<file path="src/rtl/av_transition_mixer.sv">
module av_transition_mixer #(
  parameter int PIX_W  = 8,
  parameter int POS_W  = 8,
  parameter int COL_W  = 10,
  parameter int LINE_W = 720
) (
  input  logic             clk,
  input  logic             rst_n,
  input  logic             in_valid,
  input  logic [PIX_W-1:0] pix_a,
  input  logic [PIX_W-1:0] pix_b,
  input  logic [COL_W-1:0] col,
  input  logic             wipe_mode,
  input  logic [POS_W-1:0] lever,
  input  logic             field_strobe,
  output logic             out_valid,
  output logic [PIX_W-1:0] live_px,
  output logic [PIX_W-1:0] prev_px,
  output logic             b_on_air
);

  localparam int FULL  = (1 << POS_W) - 1;
  localparam int ACC_W = PIX_W + POS_W + 1;
  localparam int THR_W = POS_W + COL_W;

  logic             b_live_q, hold_q;
  logic [POS_W-1:0] k_eff;
  logic [PIX_W-1:0] live_src, prev_src;
  logic [THR_W-1:0] thr_full;
  logic             wipe_pick;
  logic [ACC_W-1:0] acc;

  assign k_eff    = hold_q ? '0 : lever;
  assign live_src = b_live_q ? pix_b : pix_a;
  assign prev_src = b_live_q ? pix_a : pix_b;
  assign thr_full = THR_W'(k_eff) * THR_W'(LINE_W);
  assign wipe_pick = col < thr_full[THR_W-1:POS_W];
  assign acc = ACC_W'(POS_W'(FULL) - k_eff) * ACC_W'(live_src)
             + ACC_W'(k_eff) * ACC_W'(prev_src);
  assign b_on_air = b_live_q;

  always_ff @(posedge clk) begin
    if (!rst_n) begin
      b_live_q <= 1'b0;
      hold_q   <= 1'b0;
    end else if (field_strobe && k_eff == POS_W'(FULL)) begin
      b_live_q <= ~b_live_q;
      hold_q   <= 1'b1;
    end else if (lever == '0) begin
      hold_q   <= 1'b0;
    end
  end

  logic             v1, mode1, pick1;
  logic [ACC_W-1:0] acc1;
  logic [PIX_W-1:0] live1, prev1;

  always_ff @(posedge clk) begin
    if (!rst_n) begin
      v1    <= 1'b0;
      mode1 <= 1'b0;
      pick1 <= 1'b0;
      acc1  <= '0;
      live1 <= '0;
      prev1 <= '0;
    end else begin
      v1    <= in_valid;
      mode1 <= wipe_mode;
      pick1 <= wipe_pick;
      acc1  <= acc;
      live1 <= live_src;
      prev1 <= prev_src;
    end
  end

  logic [ACC_W-1:0] faded;
  assign faded = (acc1 + ACC_W'(FULL / 2)) / ACC_W'(FULL);

  always_ff @(posedge clk) begin
    if (!rst_n) begin
      out_valid <= 1'b0;
      live_px   <= '0;
      prev_px   <= '0;
    end else begin
      out_valid <= v1;
      live_px   <= mode1 ? (pick1 ? prev1 : live1) : faded[PIX_W-1:0];
      prev_px   <= prev1;
    end
  end

endmodule

</file>
<file path="config.mk">
export PLATFORM = sky130hd
export DESIGN_NAME = av_transition_mixer
export DESIGN_NICKNAME = d
export VERILOG_FILES = /design/src/rtl/av_transition_mixer.sv
export SDC_FILE = /design/constraint.sdc
export NUM_CORES = 1
export LEC_CHECK = 0
export ABC_AREA = 1
export BUFFER_PORTS_ARGS = -buffer_cell sky130_fd_sc_hd__buf_2
export CORE_MARGIN = 4
export CORE_UTILIZATION = 45
export CTS_CLUSTER_SIZE = 30
export DETAILED_ROUTE_END_ITERATION = 7
export GPL_ROUTABILITY_DRIVEN = 0
export HOLD_SLACK_MARGIN = 0.1
export PLACE_DENSITY = 0.63
export SETUP_SLACK_MARGIN = 0.4
export SYNTH_ARGS = -nofsm -noshare
export SYNTH_HDL_FRONTEND = slang
export SYNTH_SLANG_ARGS = --single-unit
</file>
<file path="constraint.sdc">
create_clock -name clk -period 6.8 [get_ports clk]
set_input_delay 1.36 -clock clk [delete_from_list [all_inputs] [get_ports clk]]
set_output_delay 1.36 -clock clk [all_outputs]
set_load 0.01 [all_outputs]
</file>
==> flow_summary.yaml, run 1 <==
placement:
  dp.cells: 1770
  place_area_mm2: 0.0113
  io_buffer_count: 56
  hpwl_um: 19800
run_status:
  status: "complete, no violations"
power:
  pwr-share-seq_pct: 6.7
  swShare_pct: 52.0
  leakagePower_nw: 6.95
  p_sw_mw: 3.59
  pwr-share-comb_pct: 89.6
  p_per_area_mw_per_mm2: 535
  clkPwrFrac_pct: 3.8
  peakVddDrop_mv: 0.350
  internal-power_mw: 3.31
die:
  coreArea_mm2: 0.0210
  ios: 57
  dieArea_mm2: 0.0238
  initial_core_util_pct: 45.8
  die_h_um: 154
  die_x_um: 154
  num_rows: 53
critical_path:
  r2r_start: "acc1[0]"
  cp.required_ns: 7.02
  start_kind: "input pin"
  setup.worst_path.end_class: "register"
  critPathMaxStageDelay_ns: 0.59
  worstReg2RegEnd: "live_px[0]"
  reg2reg_slack_ns: 0.36
  cpMostUsedCell: "fa_1"
  arrival_ns: 6.92
  timing_worst_setup_path_type: "input pin to register"
  rr_worst_depth: 58
  path_max_fanout: 4
  timing.critical_path.slowest_stage_cell: "fa_1"
clocking:
  cts_root_buffer: "clkbuf_16"
  cts_tree: "built"
  numCtsBuffers: 5
  cts.clk_slew.worst_paths_ns: 0.07
  htreeDepth: 2
  clock_latency_ns: 0.29
  hold_buffers: 0
  clockBufferDepth: 2
  cts_sinks: 55
grt:
  antenna_found_initial: 0
  grt-ovfl-total: 0
  grt_pass1_wl_um: 39500
  grt_max_degree: 29
  grt_pass1_vias: 8859
  grt_usage_pct: 19.7
final_layout:
  instances_no_fill: 1860
  nets: 1838
  postLayoutCellArea_mm2: 0.0129
  regArea_mm2: 0.00111
  area_growth_syn_to_layout_pct: 34.0
  multi_input_area_mm2: 0.00827
  diodes: 0
  drive_above_1_share_pct: 35.1
  fill_cells: 1902
timing:
  relSlewSlack_pct: 61.9
  hold_viol: 0
  worst_slew_pin_slew_ns: 0.571
  hold_slack_ns: 0.420
  min_period_ns: 6.70
  finalSetupTns_ns: 0
  fmax_mhz: 149
  slew_violations: 0
  setup_viol: 0
  finalCritPeriodShare_pct: 98.6
  skew_ns: 0.00638
  rsz0062_at_grt: "yes"
yosys:
  syn_nets: 1596
  synth_cell_types: 49
  syn-instance-count: 1342
  yosys_register_bits: 55
  synth_top_area_share_pct: 22.3
  synth-warning-count: 0
  async_reset_ff_share_pct: 0
  synth_area_leaders: "fa_1 22%, ha_1 14%, dfxtp_1 11%"
  yosysTopAreaCell: "fa_1"
  synth.cell_area_mm2: 0.00962
  synth_area_per_cell_um2: 7.17
  yosysSeqAreaShare_pct: 11.4
  synth_top_flop_cell: "dfxtp_1"
  synth_edf_count: 0
min_path:
  holdPathEnd: "out_valid"
  hp-start: "v1"
  min_path_type: "register to register"
  min_path_cells: 2
detailed_routing:
  routed_wl_um: 24800
  route.detailed.drc: 0
  via_per_inst: 4.91
  vias: 9126
  post_drt_wl_per_cell_um: 13.3
  ant_nets: 0
  first_iter_violations: 393
  first_pass_iters: 5
job:
  maxCapViolCount: 0
## stage by stage
step           power [mW]  util [%]  worst slack [ns]
2_1_floorplan        4.06         -             0.219
3_3_place_gp         5.22      54.0            -0.138
3_5_place_dp         5.33      54.0            -0.228
4_1_cts              5.72      55.8             0.178
5_1_grt              7.66      61.3            -0.238
6_report             6.90      61.3            0.0982
## registers in the layout, indices dropped and copies added (netlist names)
| register | count |
|---|---|
| hold_q | 1 |
| live1 | 8 |
| acc1 | 17 |
| out_valid | 1 |
| prev_px | 8 |
| b_on_air | 1 |
| live_px | 8 |
| pick1 | 1 |
| prev1 | 8 |
| v1 | 1 |
| mode1 | 1 |
## how the worst max path moves through the flow
stage	startpoint	end
finish	pix_a[2]	acc1[14]
global route	acc1[0]	live_px[0]
CTS	pix_a[3]	acc1[16]
detailed placement	pix_a[4]	acc1[16]
global placement	pix_a[4]	acc1[16]
floorplan	pix_b[7]	acc1[16]
## critical path: cells and delay by family
| family | cells | cell delay (ns) |
|---|---|---|
| AOI/OAI and AO/OA | 4 | 0.37 |
| and+or+nand+nor | 10 | 1.01 |
| buffers and inverters | 12 | 0.84 |
| adders and majority gates | 7 | 3.31 |
## cells in the mapped netlist (4+ instances only)
master	n
nand2_2	34
o21a_1	7
a21oi_1	36
nand3_1	63
fa_1	107
o21ai_1	15
inv_2	15
o21ai_2	4
xor2_1	17
nor2_4	12
dfxtp_1	55
xnor2_1	6
nor2_1	139
clkbuf_1	12
nand2_1	268
inv_1	288
nor3_1	4
nand3_2	15
o21bai_1	5
o21ai_0	43
nand4_1	12
or2_2	15
nor2_2	10
ha_1	108
clkinv_1	9
nand2_4	11
## cells in the final DEF (no fill, tap or decap), types with 15 or more instances in the layout
cell / synthesis / final
nand3_2: 15 / 17
xor2_1: 17 / 15
buf_4: 0 / 172
nor2_1: 139 / 107
a21oi_1: 36 / 31
inv_1: 288 / 251
ha_1: 108 / 100
nand2_2: 34 / 61
nor2_4: 12 / 36
nand3_1: 63 / 52
nand2_4: 11 / 25
nand2_1: 268 / 227
buf_2: 1 / 51
nor2_2: 10 / 18
fa_1: 107 / 104
buf_6: 1 / 20
dfxtp_1: 55 / 52
o21ai_0: 43 / 24
inv_2: 15 / 45
## power by group through the flow
stage          registers, mW  logic (mW)  clock network (mW)
2_1_floorplan          0.454        3.61                   0
3_3_place_gp           0.460        4.76                   0
3_5_place_dp           0.460        4.87                   0
4_1_cts                0.453        5.01               0.263
5_1_grt                0.468        6.92               0.278
6_report               0.460        6.18               0.260
## final cells by class
type,count,share of cell area (%)
Multi-Input combinational cell,965,64.1
Timing Repair Buffer,245,14.1
Inverter,312,9.47
Sequential cell,55,8.59
Tap cell,275,2.67
Clock buffer,6,0.999
Clock inverter,2,0.126
## timing repair
item                                   CTS  global route
endpoints found under the hold margin    0             0
pin swaps                               41            83
gates cloned                             0             4
buffers inserted                        17            61
resized for setup                       30           173
setup endpoints to repair                5             7
## metal layers
metal / vias up / part of all wire (%) / global-route usage [%]
li1: 4593 / - / -
met1: 4314 / 42 / 24.7
met2: 176 / 53 / 36.7
met3: 43 / 3.2 / 1.29
met4: 0 / 2.4 / 5.09
met5: - / 0 / 0
## logic make-up after synthesis
family | synth area share (%)
buf+inv | 12.8
simple gates | 29.7
other cells | 0.0390
flops | 11.4
compound gates | 7.36
fa+ha+maj | 36.3
xor+xnor | 2.09
mux | 0.208
No activity file was read; power rests on OpenSTA's default activity.
==> inputs of run 2 (changes only) <==
--- a/config.mk
+++ b/config.mk
@@ -5,7 +5,6 @@
 export SDC_FILE = /design/constraint.sdc
 export NUM_CORES = 1
 export LEC_CHECK = 0
-export ABC_AREA = 1
 export BUFFER_PORTS_ARGS = -buffer_cell sky130_fd_sc_hd__buf_2
 export CORE_MARGIN = 4
 export CORE_UTILIZATION = 45
==> run 2 against run 1 <==
Register-to-register slack got worse by 0.36 ns. Synthesized cell count decreased by 11%. Synthesized area increased by 4.0%. Routed wire length increased by 9.4%. Critical path depth decreased by 4. Clock power about the same. Non-clock buffer count increased by 69. Worst setup slack got worse by 0.093 ns. Global-route usage increased by 1.8 points. Power increased by 2.4%. Critical path type is now register to register. Fmax decreased by 1.4%.
==> flow_summary.yaml, run 2 <==
power:
  swShare_pct: 47.1
  leakagePower_nw: 6.50
  clkPwrFrac_pct: 3.7
  internal-power_mw: 3.74
  p_sw_mw: 3.33
  pwr-share-comb_pct: 89.9
  peakVddDrop_mv: 0.362
  p_per_area_mw_per_mm2: 515
  pwr-share-seq_pct: 6.4
critical_path:
  cp-endpoint: "live_px[0]"
  timing_worst_setup_path_type: "register to register"
  timing.critical_path.slowest_stage_cell: "or4_4"
  path_max_fanout: 7
  rr_worst_depth: 29
  worst-path-stages: 29
  crit_family: "compound AO/OA/AOI/OAI gates"
  start_kind: "register"
  crit_buf_inv: 5
  cp.required_ns: 6.98
  arrival_ns: 6.97
  worstReg2RegEnd: "live_px[0]"
  cpMostUsedCell: "buf_6"
  r2r_start: "acc1[4]"
  reg2reg_slack_ns: 0.005
  critPathMaxStageDelay_ns: 0.55
  setup.worst_path.end_class: "register"
  crit_path_start: "acc1[4]"
timing:
  slew_violations: 0
  setup_viol: 0
  finalWorstSetupSlack_ns: 0.00482
  finalCritPeriodShare_pct: 99.9
  skew_ns: 0.0121
  min_period_ns: 6.80
  relSlewSlack_pct: 25.3
  fmax_mhz: 147
  hold_viol: 0
  rsz0062_at_grt: "yes"
  worst_slew_pin_slew_ns: 1.12
die:
  coreArea_mm2: 0.0218
  num_rows: 54
  initial_core_util_pct: 45.9
  die_h_um: 157
  dieArea_mm2: 0.0247
  die_x_um: 157
  ios: 57
yosys:
  synth_area_leaders: "fa_1 21%, ha_1 14%, dfxtp_1 11%"
  syn_nets: 1443
  synth_area_per_cell_um2: 8.42
  async_reset_ff_share_pct: 0
  synth.cell_area_mm2: 0.0100
  ys_top_cells_by_count: "177 x inv_1, 120 x nor2_1, 113 x nand2_1"
  yosys_register_bits: 55
  syn-instance-count: 1189
  synth_cell_types: 103
  synth_top_area_share_pct: 21.4
  synth_edf_count: 0
  yosysTopAreaCell: "fa_1"
  synth_top_flop_cell: "dfxtp_1"
  yosysSeqAreaShare_pct: 11.0
  synth-warning-count: 0
  post-synth-top-count-cell: "inv_1"
grt:
  grt_max_degree: 34
  grt_usage_pct: 21.5
  antenna_found_initial: 0
  use_met2_pct: 39.4
  use_met1_pct: 27.2
  grt.busiest_layer: "met2"
  grt_pass1_vias: 9450
  grtUsageMet3_pct: 1.57
  grt_pass1_wl_um: 44200
  grt-ovfl-total: 0
detailed_routing:
  route.detailed.drc: 0
  via_per_inst: 5.33
  routed_wl_um: 27100
  post_drt_wl_per_cell_um: 15.3
  vias: 9431
  first_iter_violations: 403
  first_pass_iters: 5
  ant_nets: 0
final_layout:
  drive_above_1_share_pct: 35.8
  diodes: 0
  fin_util_pct: 62.8
  area_growth_syn_to_layout_pct: 36.9
  final_common_cell: "buf_4"
  nets: 1741
  largest_reg_flops: 17
  instances_no_fill: 1768
  fill_cells: 1803
  mostFrequentLayoutCells: "239 x buf_4, 159 x inv_1, 105 x nor2_1, 105 x fa_1, 101 x nand2_1"
  top_register: "acc1"
clocking:
  hold_buffers: 0
  htreeDepth: 2
  cts_tree: "built"
  clockBufferDepth: 2
  cts_root_buffer: "clkbuf_16"
  cts.clk_slew.worst_paths_ns: 0.08
  cts_sinks: 55
  numCtsBuffers: 5
  clock_latency_ns: 0.30
placement:
  io_buffer_count: 56
  hpwl_um: 22200
  pre_cts_ws_ns: -0.273
  dp.cells: 1714
run_status:
  status: "complete, no violations"
job:
  maxCapViolCount: 0
min_path:
  min_path_type: "register to register"
## run 2: repair_timing
item / CTS / global route
setup buffers: 27 / 19
pin swaps: 52 / 93
endpoints found under the setup margin: 8 / 8
gates resized for setup: 86 / 103
## run 2: cell families (layout without fill, tap and decap cells)
family	Yosys count	count (layout)	synth area share (%)
muxes	34	34	3.59
and+or+nand+nor	415	415	21.1
AOI/OAI and AO/OA	214	214	17.1
xor gates and xnor gates	49	49	4.29
buffers and inverters	205	504	7.84
other	1	1	0.0375
DFF	55	55	11.0
adders and majority gates	216	216	35.0
## run 2: layout make-up
cell class	instances	area, um^2	area share (%)
multi-input cells	929	9020	65.8
repair buffers	314	2370	17.3
flip-flops and latches	55	1100	8.05
inverters	182	712	5.19
well taps	280	350	2.56
clock buffers	5	125	0.913
clock inverters	3	25.0	0.183
## run 2: worst min-delay path by stage
stage	from	to	slack [ns]	depth (start not counted)
3_3_place_gp	v1	out_valid	0.41	1
2_1_floorplan	v1	out_valid	0.41	1
6_report	v1	out_valid	0.44	1
3_5_place_dp	v1	out_valid	0.42	1
4_1_cts	v1	out_valid	0.43	1
5_1_grt	v1	out_valid	0.47	1
## run 2: metrics by stage
step	hold slack (ns)	area, um^2	power, mW	TNS, ns
2_1_floorplan	0.412	10200	3.90	0
3_3_place_gp	0.413	12300	5.53	-0.507
3_5_place_dp	0.423	12300	5.65	-0.773
4_1_cts	0.434	13100	6.33	0
5_1_grt	0.471	13700	7.71	-0.403
6_report	0.444	13700	7.07	0
## run 2: power groups by stage
stage | registers [mW] | logic (mW) | clock network (mW)
floorplan | 0.457 | 3.44 | 0
global placement | 0.458 | 5.07 | 0
detailed placement | 0.459 | 5.19 | 0
CTS | 0.453 | 5.60 | 0.269
global route | 0.462 | 6.96 | 0.286
finish | 0.454 | 6.35 | 0.263
## run 2: metal layers
| metal | up-vias | routed length (um) |
|---|---|---|
| met2 | 206 | 14000 |
| met5 | - | 0 |
| met1 | 4562 | 11500 |
| li1 | 4610 | - |
| met3 | 53 | 889 |
| met4 | 0 | 721 |
